[src/rtl/hmmd_pkg.sv]
`timescale 1ns/1ps
package hmmd_pkg;

    localparam int PIX_W  = 8;            // bits per colour channel
    localparam int QW     = 6;            // quotient bits, result never exceeds 60
    localparam int NUM_W  = PIX_W + QW;   // width of 60 * channel difference
    localparam int HUE_W  = 9;            // hue degrees 0..359

    localparam logic [NUM_W-1:0] SCALE    = NUM_W'(60);
    localparam logic [HUE_W-1:0] HUE_FULL = HUE_W'(360);

    typedef enum logic [1:0] {
        SEC_GRAY  = 2'd0,
        SEC_RED   = 2'd1,
        SEC_GREEN = 2'd2,
        SEC_BLUE  = 2'd3
    } sector_e;

    // attributes that ride alongside the divider
    typedef struct packed {
        logic [PIX_W-1:0] mx;
        logic [PIX_W-1:0] mn;
        logic [PIX_W-1:0] df;
        logic [PIX_W-1:0] sm;
        sector_e          sec;
        logic             neg;
    } attr_t;

    // working state of the restoring divider
    typedef struct packed {
        logic [NUM_W-1:0] rem;
        logic [PIX_W-1:0] dvs;
        logic [QW-1:0]    quot;
    } div_t;

    // finished result
    typedef struct packed {
        logic [PIX_W-1:0] mx;
        logic [PIX_W-1:0] mn;
        logic [PIX_W-1:0] df;
        logic [PIX_W-1:0] sm;
        logic [HUE_W-1:0] hue;
    } out_t;

    function automatic logic [PIX_W-1:0] max3(input logic [PIX_W-1:0] a,
                                              input logic [PIX_W-1:0] b,
                                              input logic [PIX_W-1:0] c);
        logic [PIX_W-1:0] t;
        t = (a >= b) ? a : b;
        return (t >= c) ? t : c;
    endfunction

    function automatic logic [PIX_W-1:0] min3(input logic [PIX_W-1:0] a,
                                              input logic [PIX_W-1:0] b,
                                              input logic [PIX_W-1:0] c);
        logic [PIX_W-1:0] t;
        t = (a <= b) ? a : b;
        return (t <= c) ? t : c;
    endfunction

    // base angle of a sector; the red sector wraps from 360 when the
    // difference is negative
    function automatic logic [HUE_W-1:0] hue_base(input sector_e s, input logic neg);
        logic [HUE_W-1:0] b;
        case (s)
            SEC_RED:   b = neg ? HUE_FULL : '0;
            SEC_GREEN: b = HUE_W'(120);
            SEC_BLUE:  b = HUE_W'(240);
            default:   b = '0;
        endcase
        return b;
    endfunction

endpackage

[src/rtl/hmmd_front.sv]
`timescale 1ns/1ps
module hmmd_front
    import hmmd_pkg::*;
(
    input  logic             clk,
    input  logic             rst,
    input  logic             in_valid,
    input  logic [PIX_W-1:0] in_r,
    input  logic [PIX_W-1:0] in_g,
    input  logic [PIX_W-1:0] in_b,
    output logic             v_o,
    output attr_t            attr_o,
    output div_t             div_o
);

    // stage 1: capture pixel
    logic             v1;
    logic [PIX_W-1:0] r1, g1, b1;

    always_ff @(posedge clk) begin
        if (rst) v1 <= 1'b0;
        else     v1 <= in_valid;
        r1 <= in_r;
        g1 <= in_g;
        b1 <= in_b;
    end

    // stage 2: extremes, sector choice, signed difference
    logic [PIX_W-1:0] mx_c, mn_c, pa_c, pb_c, mag_c;
    sector_e          sec_c;
    logic             neg_c;

    always_comb begin
        mx_c = max3(r1, g1, b1);
        mn_c = min3(r1, g1, b1);
        if (mx_c == mn_c)    sec_c = SEC_GRAY;
        else if (r1 == mx_c) sec_c = SEC_RED;
        else if (g1 == mx_c) sec_c = SEC_GREEN;
        else                 sec_c = SEC_BLUE;
        case (sec_c)
            SEC_GREEN: begin pa_c = b1; pb_c = r1; end
            SEC_BLUE:  begin pa_c = r1; pb_c = g1; end
            default:   begin pa_c = g1; pb_c = b1; end
        endcase
        neg_c = (pa_c < pb_c);
        mag_c = neg_c ? (pb_c - pa_c) : (pa_c - pb_c);
    end

    logic             v2;
    logic [PIX_W-1:0] mx2, mn2, mag2;
    sector_e          sec2;
    logic             neg2;

    always_ff @(posedge clk) begin
        if (rst) v2 <= 1'b0;
        else     v2 <= v1;
        mx2  <= mx_c;
        mn2  <= mn_c;
        mag2 <= mag_c;
        sec2 <= sec_c;
        neg2 <= neg_c;
    end

    // stage 3: diff, sum, scale by sixty
    logic [PIX_W:0]   wide_sum;
    logic [PIX_W-1:0] df_c;
    assign wide_sum = {1'b0, mx2} + {1'b0, mn2};
    assign df_c     = mx2 - mn2;

    always_ff @(posedge clk) begin
        if (rst) v_o <= 1'b0;
        else     v_o <= v2;
        attr_o.mx  <= mx2;
        attr_o.mn  <= mn2;
        attr_o.df  <= df_c;
        attr_o.sm  <= wide_sum[PIX_W:1];
        attr_o.sec <= sec2;
        attr_o.neg <= neg2;
        div_o.rem  <= NUM_W'(mag2) * SCALE;
        div_o.dvs  <= df_c;
        div_o.quot <= '0;
    end

endmodule

[src/rtl/hmmd_div_step.sv]
`timescale 1ns/1ps
module hmmd_div_step
    import hmmd_pkg::*;
#(
    parameter int BIT = 0
) (
    input  logic  clk,
    input  logic  rst,
    input  logic  v_i,
    input  attr_t attr_i,
    input  div_t  div_i,
    output logic  v_o,
    output attr_t attr_o,
    output div_t  div_o
);

    localparam int WIDE = NUM_W + QW;

    logic [WIDE-1:0] num_w, sh_w;
    div_t            nxt;

    always_comb begin
        num_w = WIDE'(div_i.rem);
        sh_w  = WIDE'(div_i.dvs) << BIT;
        nxt   = div_i;
        if (num_w >= sh_w) begin
            nxt.rem       = NUM_W'(num_w - sh_w);
            nxt.quot[BIT] = 1'b1;
        end
    end

    always_ff @(posedge clk) begin
        if (rst) v_o <= 1'b0;
        else     v_o <= v_i;
        attr_o <= attr_i;
        div_o  <= nxt;
    end

endmodule

[src/rtl/hmmd_hue_out.sv]
`timescale 1ns/1ps
module hmmd_hue_out
    import hmmd_pkg::*;
#(
    parameter int PAD = 19
) (
    input  logic          clk,
    input  logic          rst,
    input  logic          v_i,
    input  attr_t         attr_i,
    input  logic [QW-1:0] quot_i,
    output logic          v_o,
    output out_t          px_o
);

    logic [HUE_W-1:0] base_c, q_c, hue_c, raw_c;

    always_comb begin
        base_c = hue_base(attr_i.sec, attr_i.neg);
        q_c    = HUE_W'(quot_i);
        raw_c  = attr_i.neg ? (base_c - q_c) : (base_c + q_c);
        if (attr_i.sec == SEC_GRAY || raw_c == HUE_FULL) hue_c = '0;
        else                                             hue_c = raw_c;
    end

    logic v_s;
    out_t px_s;

    always_ff @(posedge clk) begin
        if (rst) v_s <= 1'b0;
        else     v_s <= v_i;
        px_s.mx  <= attr_i.mx;
        px_s.mn  <= attr_i.mn;
        px_s.df  <= attr_i.df;
        px_s.sm  <= attr_i.sm;
        px_s.hue <= hue_c;
    end

    // balancing delay up to the fixed latency
    generate
        if (PAD == 0) begin : g_nopad
            assign v_o  = v_s;
            assign px_o = px_s;
        end else begin : g_pad
            logic [PAD-1:0] vp;
            out_t           pp [PAD];
            always_ff @(posedge clk) begin
                if (rst) vp <= '0;
                else     vp <= {vp[PAD-2+1-1:0], v_s} >> 0;
                pp[0] <= px_s;
                for (int i = 1; i < PAD; i++) pp[i] <= pp[i-1];
            end
            assign v_o  = vp[PAD-1];
            assign px_o = pp[PAD-1];
        end
    endgenerate

endmodule

[src/rtl/rgb2hmmd.sv]
`timescale 1ns/1ps
module rgb2hmmd
    import hmmd_pkg::*;
#(
    parameter int LATENCY = 29
) (
    input  logic             clk,
    input  logic             rst,
    input  logic             in_valid,
    input  logic [PIX_W-1:0] in_r,
    input  logic [PIX_W-1:0] in_g,
    input  logic [PIX_W-1:0] in_b,
    output logic             out_valid,
    output logic [PIX_W-1:0] out_max,
    output logic [PIX_W-1:0] out_min,
    output logic [PIX_W-1:0] out_diff,
    output logic [PIX_W-1:0] out_sum,
    output logic [HUE_W-1:0] out_hue
);

    localparam int CORE = 3 + QW + 1;
    localparam int PAD  = (LATENCY > CORE) ? (LATENCY - CORE) : 0;

    logic  dv [QW+1];
    attr_t da [QW+1];
    div_t  dd [QW+1];

    hmmd_front u_front (
        .clk      (clk),
        .rst      (rst),
        .in_valid (in_valid),
        .in_r     (in_r),
        .in_g     (in_g),
        .in_b     (in_b),
        .v_o      (dv[0]),
        .attr_o   (da[0]),
        .div_o    (dd[0])
    );

    generate
        for (genvar i = 0; i < QW; i++) begin : g_div
            hmmd_div_step #(.BIT(QW-1-i)) u_step (
                .clk    (clk),
                .rst    (rst),
                .v_i    (dv[i]),
                .attr_i (da[i]),
                .div_i  (dd[i]),
                .v_o    (dv[i+1]),
                .attr_o (da[i+1]),
                .div_o  (dd[i+1])
            );
        end
    endgenerate

    out_t px;

    hmmd_hue_out #(.PAD(PAD)) u_out (
        .clk    (clk),
        .rst    (rst),
        .v_i    (dv[QW]),
        .attr_i (da[QW]),
        .quot_i (dd[QW].quot),
        .v_o    (out_valid),
        .px_o   (px)
    );

    assign out_max  = px.mx;
    assign out_min  = px.mn;
    assign out_diff = px.df;
    assign out_sum  = px.sm;
    assign out_hue  = px.hue;

endmodule

[config.mk]
export PLATFORM = sky130hd
export DESIGN_NAME = rgb2hmmd
export DESIGN_NICKNAME = d
export VERILOG_FILES = /design/src/rtl/hmmd_pkg.sv /design/src/rtl/hmmd_front.sv /design/src/rtl/hmmd_div_step.sv /design/src/rtl/hmmd_hue_out.sv /design/src/rtl/rgb2hmmd.sv
export SDC_FILE = /design/constraint.sdc
export NUM_CORES = 1
export LEC_CHECK = 0
export BUFFER_PORTS_ARGS = -buffer_cell sky130_fd_sc_hd__clkbuf_2
export CORE_MARGIN = 4
export CORE_UTILIZATION = 54
export CTS_CLUSTER_DIAMETER = 40
export DETAILED_ROUTE_END_ITERATION = 7
export PLACE_DENSITY = 0.73
export SYNTH_ARGS = -nofsm -noshare
export SYNTH_HDL_FRONTEND = slang
export SYNTH_SLANG_ARGS = --single-unit
[constraint.sdc]
create_clock -name clk -period 6.5 [get_ports clk]
set_input_delay 0.65 -clock clk [delete_from_list [all_inputs] [get_ports clk]]
set_output_delay 0.65 -clock clk [all_outputs]
set_load 0.005 [all_outputs]
==> metrics.cfg <==
[run_status]
status = finished clean

[floorplan]
die_x_um = 251
pin_count = 69
die_h_um = 251
rows = 88
start_util_pct = 55.0
dieArea_sq_um = 63200
core-area_sq_um = 58100

[placed_design]
io_buffers = 68
placed_area_sq_um = 34100
dp_hpwl_um = 30700
gp_congestion = 0.799

[grt]
grt_pass1_vias = 16361
grt_antenna_before_repair = 0
overflow = 0
grt_max_degree = 30
grt_first_pass_wirelength_um = 80200
grt_usage_pct = 15.7

[routing]
antenna_left = 0
vias = 15505
wl_per_cell_um = 14.6
totalWireLength_um = 49400
firstDrtPassIters = 4
vias_per_cell = 4.60
drc = 0
first_iter_violations = 526

[pwr]
power.leakage_uw = 0.0169
vdd.ir_drop.worst_uv = 399
p_per_area_nw_per_um2 = 583
power_uw = 22500

[synth]
netlist_area_sq_um = 32000
synthTopCellsByArea = dfxtp_1 (78%), ha_1 (4.9%), inv_1 (1.6%)
ys_seq_area_share_pct = 77.6
syn_area_per_cell_sq_um = 14.3
netlist.area_leader.share_pct = 77.6
synth_top_cell_by_area = dfxtp_1
async_flop_share_pct = 0
yosysWarnings = 0
yosysUniqueCellTypes = 68
ys_seq_elements = 1239
synthCells = 2230
synthesis.nets = 2403
ys.flop_type = dfxtp_1
synth_edf_count = 0

[clocking]
clock_path_buffers = 3
cts_hold_buf = 0
clock_sinks = 1239
cts_tree = built
clock_latency_ns = 0.67
numCtsBuffers = 114
clk_pin_slew_worst_paths_ns = 0.06
htreeDepth = 3
clockRootBuffer = clkbuf_16

[sta]
finalClockSkew_ns = 0.0652
hold_viol = 0
rsz0062_at_grt = true
maxSlewViolCount = 0
min_period_ns = 6.32
setup_viol = 0
fmax_ghz = 0.158
period_share_pct = 97.2
tightest_slew_ns = 1.18
slew_headroom_pct = 21.3

[cells_and_area]
fillCellCount = 4012
area_growth_pct = 20.8
final_core_util_pct = 66.4
drive_above_1_share_pct = 19.4
final_area_sq_um = 38600
n_antenna_cell = 0
register_area_sq_um = 24800
multi_input_area_sq_um = 6960
nets = 2684

[worst_setup_path]
end_kind = register
ff2ff_path_depth = 33
crit_path_start_kind = register
worstPathMaxFanout = 6
path_class = register to register
worstPathArrival_ns = 6.86
cp_slowest_stage_delay_ns = 0.39
slowest_stage = fa_2
worstPathRequired_ns = 7.04

[min_path]
hold_depth = 1
min_path_type = input port to register

[flow_run]
max_cap_violations = 0

==> cell type report <==
type                    instances  share of cell area [%]
flip-flops and latches       1239                    64.2
clock inverters                50                    1.82
multi-input cells             825                    18.0
inverters                     136                    1.33
well taps                     765                    2.48
repair buffers                195                    3.59
clock buffers                 159                    8.50
==> state kept, by name, summed over array words and instances (netlist names) <==
register,cells
g_div.u_step.attr_o,210
u_front.b1,8
u_front.attr_o,35
u_front.neg2,1
u_front.v2,1
u_out.g_pad.pp,779
u_front.r1,8
u_front.v1,1
u_out.px_s,41
u_front.g1,8
u_front.mag2,8
u_front.sec2,2
g_div.u_step.div_o,82
u_front.mn2,8
u_front.mx2,8
g_div.u_step.v_o,6
u_front.v_o,1
u_out.g_pad.vp,19
u_front.div_o,12
u_out.v_s,1
==> cells in the mapped netlist, types with 4 or more instances <==
cell      number
nor2b_1       48
clkbuf_1      17
fa_1          22
o211ai_1      12
a221oi_1       5
nand3_1       19
or2_2          4
and3_1         5
mux2_2        23
mux2i_1       32
dfxtp_1     1239
nand2b_1      20
inv_1        136
nor4_1         7
a21o_1        19
o21ai_0       53
ha_1         124
nand2_1       59
nand4_1       12
buf_2          4
o21a_1        10
o31ai_1        9
mux2_4         4
nor2_1        82
a31oi_1        9
and2_1         5
a211oi_1       4
xor2_1        28
xnor2_1       57
a21oi_1       70
nor3_1        17
buf_6          6
o21bai_1      13
==> worst max-delay path, delay by kind of cell, from the launching register on <==
kind,cells,cell delay (ns)
simple gates,7,1.08
mux,4,0.90
xor+xnor,2,0.25
fa+ha+maj,4,1.03
buf+inv,6,0.82
flops,1,0.33
compound gates,10,1.82
==> what timing repair did <==
action                     in CTS  in global routing
setup endpoints to repair       4                  6
pin swaps                      25                 34
setup buffers                   7                  9
gates cloned                    1                  0
resized for setup              35                 52
==> placed cells by master (no fill, tap or decap), types with 45 or more instances in the layout <==
cell          n
o21ai_0      45
inv_1       133
nor2_1       79
xnor2_1      53
clkbuf_16   114
buf_4       117
a21oi_1      62
dfxtp_1    1236
nor2b_1      46
ha_1        117
nand2_1      56
clkbuf_2     68
==> path summary, 6_finish.rpt <==
kind / from / end / slack (ns)
max reg2reg: u_front.g1[1] / u_front.mag2[6] / 0.18
min reg2reg: g_div[4].u_step.attr_o[8] / g_div[5].u_step.attr_o[8] / 0.29
max: u_front.g1[1] / u_front.mag2[6] / 0.18
min: in_b[2] / u_front.b1[2] / 0.14
==> metal layers <==
metal | routed length (um) | track usage [%]
met1 | 20100 | 17.4
met2 | 25700 | 29.0
met3 | 1770 | 3.45
met4 | 1780 | 6.66
met5 | 0 | 0
==> report_power, final <==
part	internal, uW	switching (uW)	leakage (uW)
Sequential	10600	928	0.0104
Clock	3940	2790	0.00194
Combinational	2010	2200	0.00450
==> metrics by stage <==
| step | hold slack, ns | instances | setup TNS (ns) | setup WS [ns] |
|---|---|---|---|---|
| 2_1_floorplan | 0.310 | 2230 | 0 | 0.00739 |
| 4_1_cts | 0.0890 | 3360 | 0 | 0.0118 |
| 3_3_place_gp | 0.310 | 3143 | -0.369 | -0.155 |
| 3_5_place_dp | 0.312 | 3143 | -0.597 | -0.259 |
| 6_report | 0.139 | 3369 | 0 | 0.182 |
| 5_1_grt | 0.0933 | 3369 | -0.448 | -0.176 |
==> cells by family after synthesis <==
logic type | count (synthesis) | synth area share [%]
compound gates | 237 | 4.86
xor+xnor | 85 | 2.33
fa+ha+maj | 146 | 6.23
buf+inv | 166 | 2.13
flops | 1239 | 77.6
mux | 63 | 2.16
simple gates | 294 | 4.71
(Power assumes the default switching activity.)
